## config.mk

```make
export PLATFORM = sky130hd
export DESIGN_NAME = flb_exec
export DESIGN_NICKNAME = d
export VERILOG_FILES = /design/src/rtl/flb_pkg.sv /design/src/rtl/flb_decode.sv /design/src/rtl/flb_addr.sv /design/src/rtl/flb_exec.sv
export SDC_FILE = /design/constraint.sdc
export NUM_CORES = 1
export LEC_CHECK = 0
export ABC_AREA = 1
export BUFFER_PORTS_ARGS = -buffer_cell sky130_fd_sc_hd__buf_2
export CELL_PAD_IN_SITES_DETAIL_PLACEMENT = 1
export CELL_PAD_IN_SITES_GLOBAL_PLACEMENT = 1
export CORE_UTILIZATION = 35
export DETAILED_ROUTE_END_ITERATION = 10
export PLACE_DENSITY = 0.73
export SETUP_SLACK_MARGIN = 0.3
export SLEW_MARGIN = 0
export SYNTH_ARGS = -nofsm -noshare
export SYNTH_HDL_FRONTEND = slang
export SYNTH_HIERARCHICAL = 1
export SYNTH_SLANG_ARGS = --single-unit
```

## constraint.sdc

```tcl
create_clock -name clk_i -period 5.4 [get_ports clk_i]
set_input_delay 1.35 -clock clk_i [delete_from_list [all_inputs] [get_ports clk_i]]
set_output_delay 1.35 -clock clk_i [all_outputs]
set_load 0.01 [all_outputs]
```

## src/rtl/flb_pkg.sv

```systemverilog
package flb_pkg;
  typedef enum logic [3:0] {
    CLS_NONE  = 4'd0,
    CLS_READ  = 4'd1,
    CLS_QUERY = 4'd2,
    CLS_ERASE = 4'd3,
    CLS_PROG  = 4'd4,
    CLS_IDENT = 4'd5
  } op_cls_e;

  typedef enum logic [1:0] {
    WM_X8  = 2'd0,
    WM_X16 = 2'd1,
    WM_X16B = 2'd2,
    WM_BAD = 2'd3
  } wmode_e;

  typedef enum logic [2:0] {
    S_IDLE, S_FETCH, S_FRSP, S_DECODE, S_DISP, S_WAIT, S_WRITE
  } st_e;

  localparam int unsigned N_FETCH = 5;  // opcode, base, dest, src, count
  localparam int unsigned N_WORDS = 6;  // plus result
endpackage

```

## src/rtl/flb_decode.sv

```systemverilog
module flb_decode
  import flb_pkg::*;
#(
  parameter int unsigned DW = 32
) (
  input  logic [DW-1:0] op_i,
  output logic          ret_o,
  output logic          boot_o,
  output logic          valid_o,
  output logic          on_src_o,
  output op_cls_e       cls_o,
  output wmode_e        wmode_o
);
  logic hi_zero, known;

  assign cls_o   = op_cls_e'(op_i[7:4]);
  assign wmode_o = wmode_e'(op_i[1:0]);
  assign hi_zero = (op_i[DW-1:8] == '0);
  assign known   = cls_o inside {CLS_READ, CLS_QUERY, CLS_ERASE, CLS_PROG, CLS_IDENT};

  assign ret_o    = (op_i == '0);
  assign boot_o   = (op_i == DW'(1));
  assign valid_o  = hi_zero && (op_i[3:2] == 2'b00) && (wmode_o != WM_BAD) && known;
  assign on_src_o = cls_o inside {CLS_READ, CLS_QUERY, CLS_IDENT};
endmodule

```

## src/rtl/flb_addr.sv

```systemverilog
module flb_addr
  import flb_pkg::*;
#(
  parameter int unsigned AW = 32,
  parameter int unsigned NUM_UNLOCK = 2,
  parameter logic [NUM_UNLOCK*AW-1:0] UNLOCK_OFFS = {32'h0000_02AA, 32'h0000_0555}
) (
  input  logic [AW-1:0]            base_i,
  input  logic [AW-1:0]            dst_i,
  input  logic [AW-1:0]            src_i,
  input  wmode_e                   wmode_i,
  input  logic                     on_src_i,
  output logic [AW-1:0]            tgt_o,
  output logic [AW-1:0]            other_o,
  output logic [NUM_UNLOCK*AW-1:0] unlock_o
);
  logic lane;

  assign lane    = (wmode_i == WM_X16B);
  assign tgt_o   = (on_src_i ? src_i : dst_i) + base_i;
  assign other_o = on_src_i ? dst_i : src_i;

  // byte-lane parts see command offsets doubled
  for (genvar g = 0; g < NUM_UNLOCK; g++) begin : g_unl
    logic [AW-1:0] off;
    assign off = UNLOCK_OFFS[g*AW +: AW];
    assign unlock_o[g*AW +: AW] = base_i + (lane ? (off << 1) : off);
  end
endmodule

```

## src/rtl/flb_exec.sv

```systemverilog
module flb_exec
  import flb_pkg::*;
#(
  parameter int unsigned AW = 32,
  parameter int unsigned DW = 32,
  parameter int unsigned MAX_OPS = 64,
  parameter int unsigned NUM_UNLOCK = 2,
  parameter logic [NUM_UNLOCK*AW-1:0] UNLOCK_OFFS = {32'h0000_02AA, 32'h0000_0555},
  parameter logic [AW-1:0] BOOT_VEC = 32'h1FC0_0000
) (
  input  logic                     clk_i,
  input  logic                     rst_ni,
  input  logic                     start_i,
  input  logic [AW-1:0]            list_addr_i,
  output logic                     busy_o,
  output logic                     done_o,
  output logic signed [DW-1:0]     total_o,
  output logic                     overflow_o,
  output logic                     restart_o,
  output logic [AW-1:0]            restart_vec_o,
  output logic                     mem_req_valid_o,
  input  logic                     mem_req_ready_i,
  output logic [AW-1:0]            mem_req_addr_o,
  input  logic                     mem_rsp_valid_i,
  input  logic [DW-1:0]            mem_rsp_data_i,
  output logic                     mem_wr_valid_o,
  input  logic                     mem_wr_ready_i,
  output logic [AW-1:0]            mem_wr_addr_o,
  output logic [DW-1:0]            mem_wr_data_o,
  output logic                     seq_start_o,
  output logic [3:0]               seq_cls_o,
  output logic [1:0]               seq_wmode_o,
  output logic [AW-1:0]            seq_tgt_o,
  output logic [AW-1:0]            seq_other_o,
  output logic [DW-1:0]            seq_cnt_o,
  output logic [NUM_UNLOCK*AW-1:0] seq_unlock_o,
  input  logic                     seq_done_i,
  input  logic signed [DW-1:0]     seq_result_i
);
  localparam int unsigned WB      = DW / 8;
  localparam int unsigned WSH     = $clog2(WB);
  localparam int unsigned DESC_B  = N_WORDS * WB;
  localparam int unsigned RES_OFF = N_FETCH * WB;
  localparam int unsigned NW      = $clog2(MAX_OPS + 1);
  localparam int unsigned IW      = $clog2(N_FETCH + 1);

  st_e                   state;
  logic [AW-1:0]         ptr;
  logic [IW-1:0]         widx;
  logic [NW-1:0]         nops;
  logic [DW-1:0]         fld [N_FETCH];
  logic signed [DW-1:0]  result, total;
  logic                  done_q, restart_q, ovf_q;

  logic    d_ret, d_boot, d_valid, d_on_src;
  op_cls_e d_cls;
  wmode_e  d_wm;

  flb_decode #(.DW(DW)) u_dec (
    .op_i(fld[0]), .ret_o(d_ret), .boot_o(d_boot), .valid_o(d_valid),
    .on_src_o(d_on_src), .cls_o(d_cls), .wmode_o(d_wm)
  );

  flb_addr #(.AW(AW), .NUM_UNLOCK(NUM_UNLOCK), .UNLOCK_OFFS(UNLOCK_OFFS)) u_addr (
    .base_i(fld[1][AW-1:0]), .dst_i(fld[2][AW-1:0]), .src_i(fld[3][AW-1:0]),
    .wmode_i(d_wm), .on_src_i(d_on_src),
    .tgt_o(seq_tgt_o), .other_o(seq_other_o), .unlock_o(seq_unlock_o)
  );

  always_ff @(posedge clk_i or negedge rst_ni) begin
    if (!rst_ni) begin
      state     <= S_IDLE;
      ptr       <= '0;
      widx      <= '0;
      nops      <= '0;
      result    <= '0;
      total     <= '0;
      done_q    <= 1'b0;
      restart_q <= 1'b0;
      ovf_q     <= 1'b0;
      for (int i = 0; i < N_FETCH; i++) fld[i] <= '0;
    end else begin
      done_q    <= 1'b0;
      restart_q <= 1'b0;
      unique case (state)
        S_IDLE: if (start_i) begin
          ptr   <= list_addr_i;
          widx  <= '0;
          nops  <= '0;
          total <= '0;
          ovf_q <= 1'b0;
          state <= S_FETCH;
        end
        S_FETCH: if (mem_req_ready_i) state <= S_FRSP;
        S_FRSP: if (mem_rsp_valid_i) begin
          fld[widx] <= mem_rsp_data_i;
          if (widx == IW'(N_FETCH - 1)) begin
            widx  <= '0;
            state <= S_DECODE;
          end else begin
            widx  <= widx + 1'b1;
            state <= S_FETCH;
          end
        end
        S_DECODE: begin
          if (d_ret) begin
            done_q <= 1'b1;
            state  <= S_IDLE;
          end else if (d_boot) begin
            restart_q <= 1'b1;
            state     <= S_IDLE;
          end else if (d_valid) begin
            state <= S_DISP;
          end else begin
            result <= '1;
            state  <= S_WRITE;
          end
        end
        S_DISP: state <= S_WAIT;
        S_WAIT: if (seq_done_i) begin
          result <= seq_result_i;
          state  <= S_WRITE;
        end
        S_WRITE: if (mem_wr_ready_i) begin
          total <= total + result;
          ptr   <= ptr + AW'(DESC_B);
          if (nops == NW'(MAX_OPS - 1)) begin
            ovf_q  <= 1'b1;
            done_q <= 1'b1;
            state  <= S_IDLE;
          end else begin
            nops  <= nops + 1'b1;
            state <= S_FETCH;
          end
        end
        default: state <= S_IDLE;
      endcase
    end
  end

  assign busy_o          = (state != S_IDLE);
  assign done_o          = done_q;
  assign restart_o       = restart_q;
  assign restart_vec_o   = BOOT_VEC;
  assign overflow_o      = ovf_q;
  assign total_o         = total;
  assign mem_req_valid_o = (state == S_FETCH);
  assign mem_req_addr_o  = ptr + (AW'(widx) << WSH);
  assign mem_wr_valid_o  = (state == S_WRITE);
  assign mem_wr_addr_o   = ptr + AW'(RES_OFF);
  assign mem_wr_data_o   = result;
  assign seq_start_o     = (state == S_DISP);
  assign seq_cls_o       = d_cls;
  assign seq_wmode_o     = d_wm;
  assign seq_cnt_o       = fld[4];
endmodule

```

==> results by stage <==
Setup path:
- The timing endpoint of the critical path is seq_tgt_o[24].
- The number of cells traversed by the worst register-to-register path is 10.
- The startpoint of the worst-slack reg-to-reg timing path is state[0]$_DFFE_PN0P_.
- The endpoint identified for the worst register-to-register timing path is ptr[8]$_DFFE_PN0P_.
- The worst path arrival time is 3.58 ns.
- The worst setup path is captured at an output port.
- Tracing the worst setup path back leads to its startpoint at fld[133]$_DFFE_PN0P_.
- The kind of start point of the critical path is a flop.
- Of all nets on the critical path, the largest fanout is 23.
- The required time of the critical path is 4.05 ns.
- The internal reg-to-reg setup slack is 2.63 ns.
- By startpoint and endpoint, the worst setup path is classified as flop to output port.

Detailed routing:
- After detailed routing, the total wire length is 77.0 mm.
- In the routed design, unresolved DRC markers number 0.
- The via total after detailed routing is 21400.
- The number of detailed-route iterations in the first pass is 5.
- The DRC marker count from the first detailed-route iteration is 1021.
- Dividing the detail-routed via count by the number of cells gives 4.91.
- The wire length per cell is 17.7 um.
- The detail route stage leaves a number of antenna-violating nets equal to 0.

Synthesis:
- The part of the Yosys area used for sequential elements is 0.326.
- The average instance in the mapped netlist occupies 6.49 um2.
- The number of instances in the synthesized netlist is 3219.
- The synthesized cell area is 20900 um2.
- The number of warnings reported in the yosys synthesis log is 6.
- The number of library cell types mapped by synthesis is 50.
- In the synthesized netlist the async set-or-reset flop fraction comes to 1.00.
- The dominant register cell in the synthesized netlist is dfrtp_1.
- The synthesized design contains 272 register bits.
- Counting flops with a built-in enable in the synthesized netlist gives 0.

Floorplan:
- Pin placement for this block handled 436 I/O pins.
- The initial standard-cell utilization of the core is 0.354.
- The width of the die is 246 um.
- In this run the standard cell core region covers 59000 um2.
- The count of standard-cell rows is 89.
- The floorplan step defined a die boundary enclosing 60700 um2.
- The floorplan step set the die height to 246 um.

STA:
- On the final layout, the worst hold slack is 0.480 ns.
- The number of slew-limit violations in the final report was 0.
- The worst slew margin relative to its limit is 0.374.
- The number of failing hold endpoints at the final stage is 0.
- In the finished design, the share of the clock period the worst path needs comes to 0.914.
- Adding up every negative setup slack in the final design gives 0 ns.
- The final clock skew is 0.0286 ns.
- Setup repair after global routing could not meet its margin everywhere.
- The worst setup margin is 0.466 ns.
- Timing would allow up to 0.203 GHz.
- Setup violations remaining at the end of the flow were counted as 0.
- The final critical path time including I/O delays and setup is 4.93 ns.
- The slew of the pin with the lowest slew margin is 0.929 ns.

Placed design:
- The congestion estimate from routability-driven global placement came to 0.974.
- Detailed placement ended at an HPWL of 61.5 mm.
- The post-placement worst setup slack is 0.903 ns.
- The count of buffers added on input and output ports is 403.

Global routing:
- The remaining global-route overflow is 0.
- For this run, the total global-route usage over all layers was measured as 0.251.
- The met2 track demand over resource is 0.404.
- The via count of the first global-routing pass was 21400.
- Entering global routing, the biggest net connects 95 pins.
- The met3 layer usage reported by global route is 0.0357.
- The global routing stage identified its most utilized layer as met2.
- The met1 capacity usage during global routing is 0.353.
- The first global-routing pass estimated 120 mm of wire.
- The initial antenna violation count is 2.

Cells and area:
- In the final layout, the share of cells above drive strength 1 is 0.156.
- In the layout the commonest cells are nand2_1, inv_1, buf_2.
- For this run, the post-layout net count is 3754.
- The sequential cells in the finished layout cover a total of 6810 um2.
- Counting the fill cells in the layout gives 7905.
- The multi-input combinational cell area is 11600 um2.
- The commonest non-fill, non-tap cell in the layout is nand2_1.
- The synthesis-to-finish area growth is 17.3%.

Clock tree:
- The clock tree root buffer cell is clkbuf_16.
- The clock-pin slew of the registers on the worst-case setup and hold paths is 0.06 ns.
- In this run, CTS created clock tree buffers numbering 35.
- The clock tree from TritonCTS is yes.
- The number of buffers between clock root and the deepest sink is 3.
- The CTS H-tree depth is 2.
- The clock reaches the later pin of the worst-skew pair after 0.55 ns.
- Counting every sink on the clock net gives 272.

Min path:
- The classification of the worst-slack hold path is flop to flop.

Power and ir drop:
- The power density over the cells is 604 nW/um2.
- IR analysis of the VDD net gives a maximum drop of 0.297 mV.
- In this run the static leakage power is 13.9 nW.

Run status:
- The flow ran to the end, and the final reports show no timing, DRC or antenna violations.

Flow run:
- The tool flagged a number of max-cap violations equal to 0.
cell usage after synthesis (all sizes together) (2+ instances only):
| library cell | n | area share |
|---|---|---|
| a21o | 3 | 0.0011 |
| o31ai | 4 | 0.0017 |
| xnor2 | 8 | 0.0034 |
| o22ai | 10 | 0.0030 |
| nand3 | 168 | 0.042 |
| nor3b | 2 | 0.0015 |
| clkinv | 3 | 0.00054 |
| a22oi | 3 | 0.0011 |
| inv | 471 | 0.085 |
| nor3 | 25 | 0.0067 |
| nand3b | 5 | 0.0018 |
| o21ai | 293 | 0.071 |
| conb | 2 | 0.00036 |
| o211ai | 5 | 0.0018 |
| fa | 5 | 0.0048 |
| clkbuf | 55 | 0.010 |
| a21oi | 118 | 0.029 |
| dfrtp | 272 | 0.33 |
| xor2 | 111 | 0.047 |
| o21bai | 7 | 0.0025 |
| or2 | 6 | 0.0018 |
| buf | 106 | 0.035 |
| ha | 93 | 0.056 |
| nand2 | 1112 | 0.20 |
| nor2 | 294 | 0.056 |
| o21a | 2 | 0.00072 |
| and2 | 2 | 0.00060 |
| nand4 | 29 | 0.010 |
metal layers:
metal	vias up	part of all wire
li1	10600	-
met1	10300	0.49
met2	396	0.45
met3	81	0.044
met4	2	0.019
met5	-	0.00022
report_power, final:
| group | switching (mW) | leakage [nW] | internal, mW | total (mW) |
|---|---|---|---|---|
| sequential | 0.901 | 3.58 | 2.77 | 3.67 |
| combinational | 5.80 | 9.74 | 3.01 | 8.81 |
| clock | 0.974 | 0.543 | 1.35 | 2.33 |
flip-flops by register name, summed over array words and instances (netlist names):
signal / count
done_o: 1
seq_cnt_o: 32
mem_wr_data_o: 32
widx: 3
fld: 128
ptr: 32
restart_o: 1
total_o: 32
overflow_o: 1
nops: 7
state: 3
worst max-delay path, cell delays in order (launching register included):
cell and delay (ns):
dfrtp_1 0.45, a21oi_1 0.22, nand2_1 0.12, a21oi_4 0.26, buf_4 0.20, buf_8 0.20, a21oi_1 0.13, ha_2 0.43
nand2_1 0.12, inv_1 0.09, nand2_1 0.09, nor3_1 0.25, nand3_1 0.15, nand3_1 0.10, nand2_1 0.05, nand2_1 0.06
buf_2 0.13
metrics by stage:
step                power [mW]  utilization  std cells  area (um2)
floorplan                 9.12            -       3249       21000
global placement          12.2        0.394       4282       23300
detailed placement        12.4        0.394       4282       23300
CTS                       14.8        0.413       4342       24400
global route              16.2        0.415       4349       24500
finish                    14.8        0.415       4351       24500
worst min path at each step:
stage	start	to	slack, ns	cells past startpoint
after CTS	seq_cnt_o[10]$_DFFE_PN0P_	seq_cnt_o[10]$_DFFE_PN0P_	0.49	2
after global routing	fld[51]$_DFFE_PN0P_	fld[51]$_DFFE_PN0P_	0.50	2
after global placement	seq_cnt_o[0]$_DFFE_PN0P_	seq_cnt_o[0]$_DFFE_PN0P_	0.46	2
after floorplan	fld[33]$_DFFE_PN0P_	fld[33]$_DFFE_PN0P_	0.45	2
after detailed placement	seq_cnt_o[26]$_DFFE_PN0P_	seq_cnt_o[26]$_DFFE_PN0P_	0.47	2
final	seq_cnt_o[26]$_DFFE_PN0P_	seq_cnt_o[26]$_DFFE_PN0P_	0.48	2
what timing repair did:
item | 4_1_cts | 5_1_grt
hold buffers | 0 | 0
buffers inserted | 0 | 5
gates resized for setup | 0 | 23
setup endpoints to repair | 0 | 28
cell type report:
class,count,share of cell area
Multi-Input combinational cell,2342,0.471
Sequential cell,272,0.278
Timing Repair Buffer,428,0.0931
Inverter,474,0.0727
Clock buffer,52,0.0412
Tap cell,773,0.0395
Clock inverter,8,0.00429
Antenna cell,2,0.000204
logic make-up (layout without fill, tap and decap cells):
kind of cell,count (synthesis),after routing,synth area share
and+or+nand+nor,1644,1644,0.321
buffers and inverters,635,962,0.130
other,2,34,0.000359
xor gates and xnor gates,119,119,0.0499
AOI/OAI and AO/OA,449,449,0.113
DFF,272,272,0.326
adders and majority gates,98,98,0.0605
(Power assumes the default switching activity.)
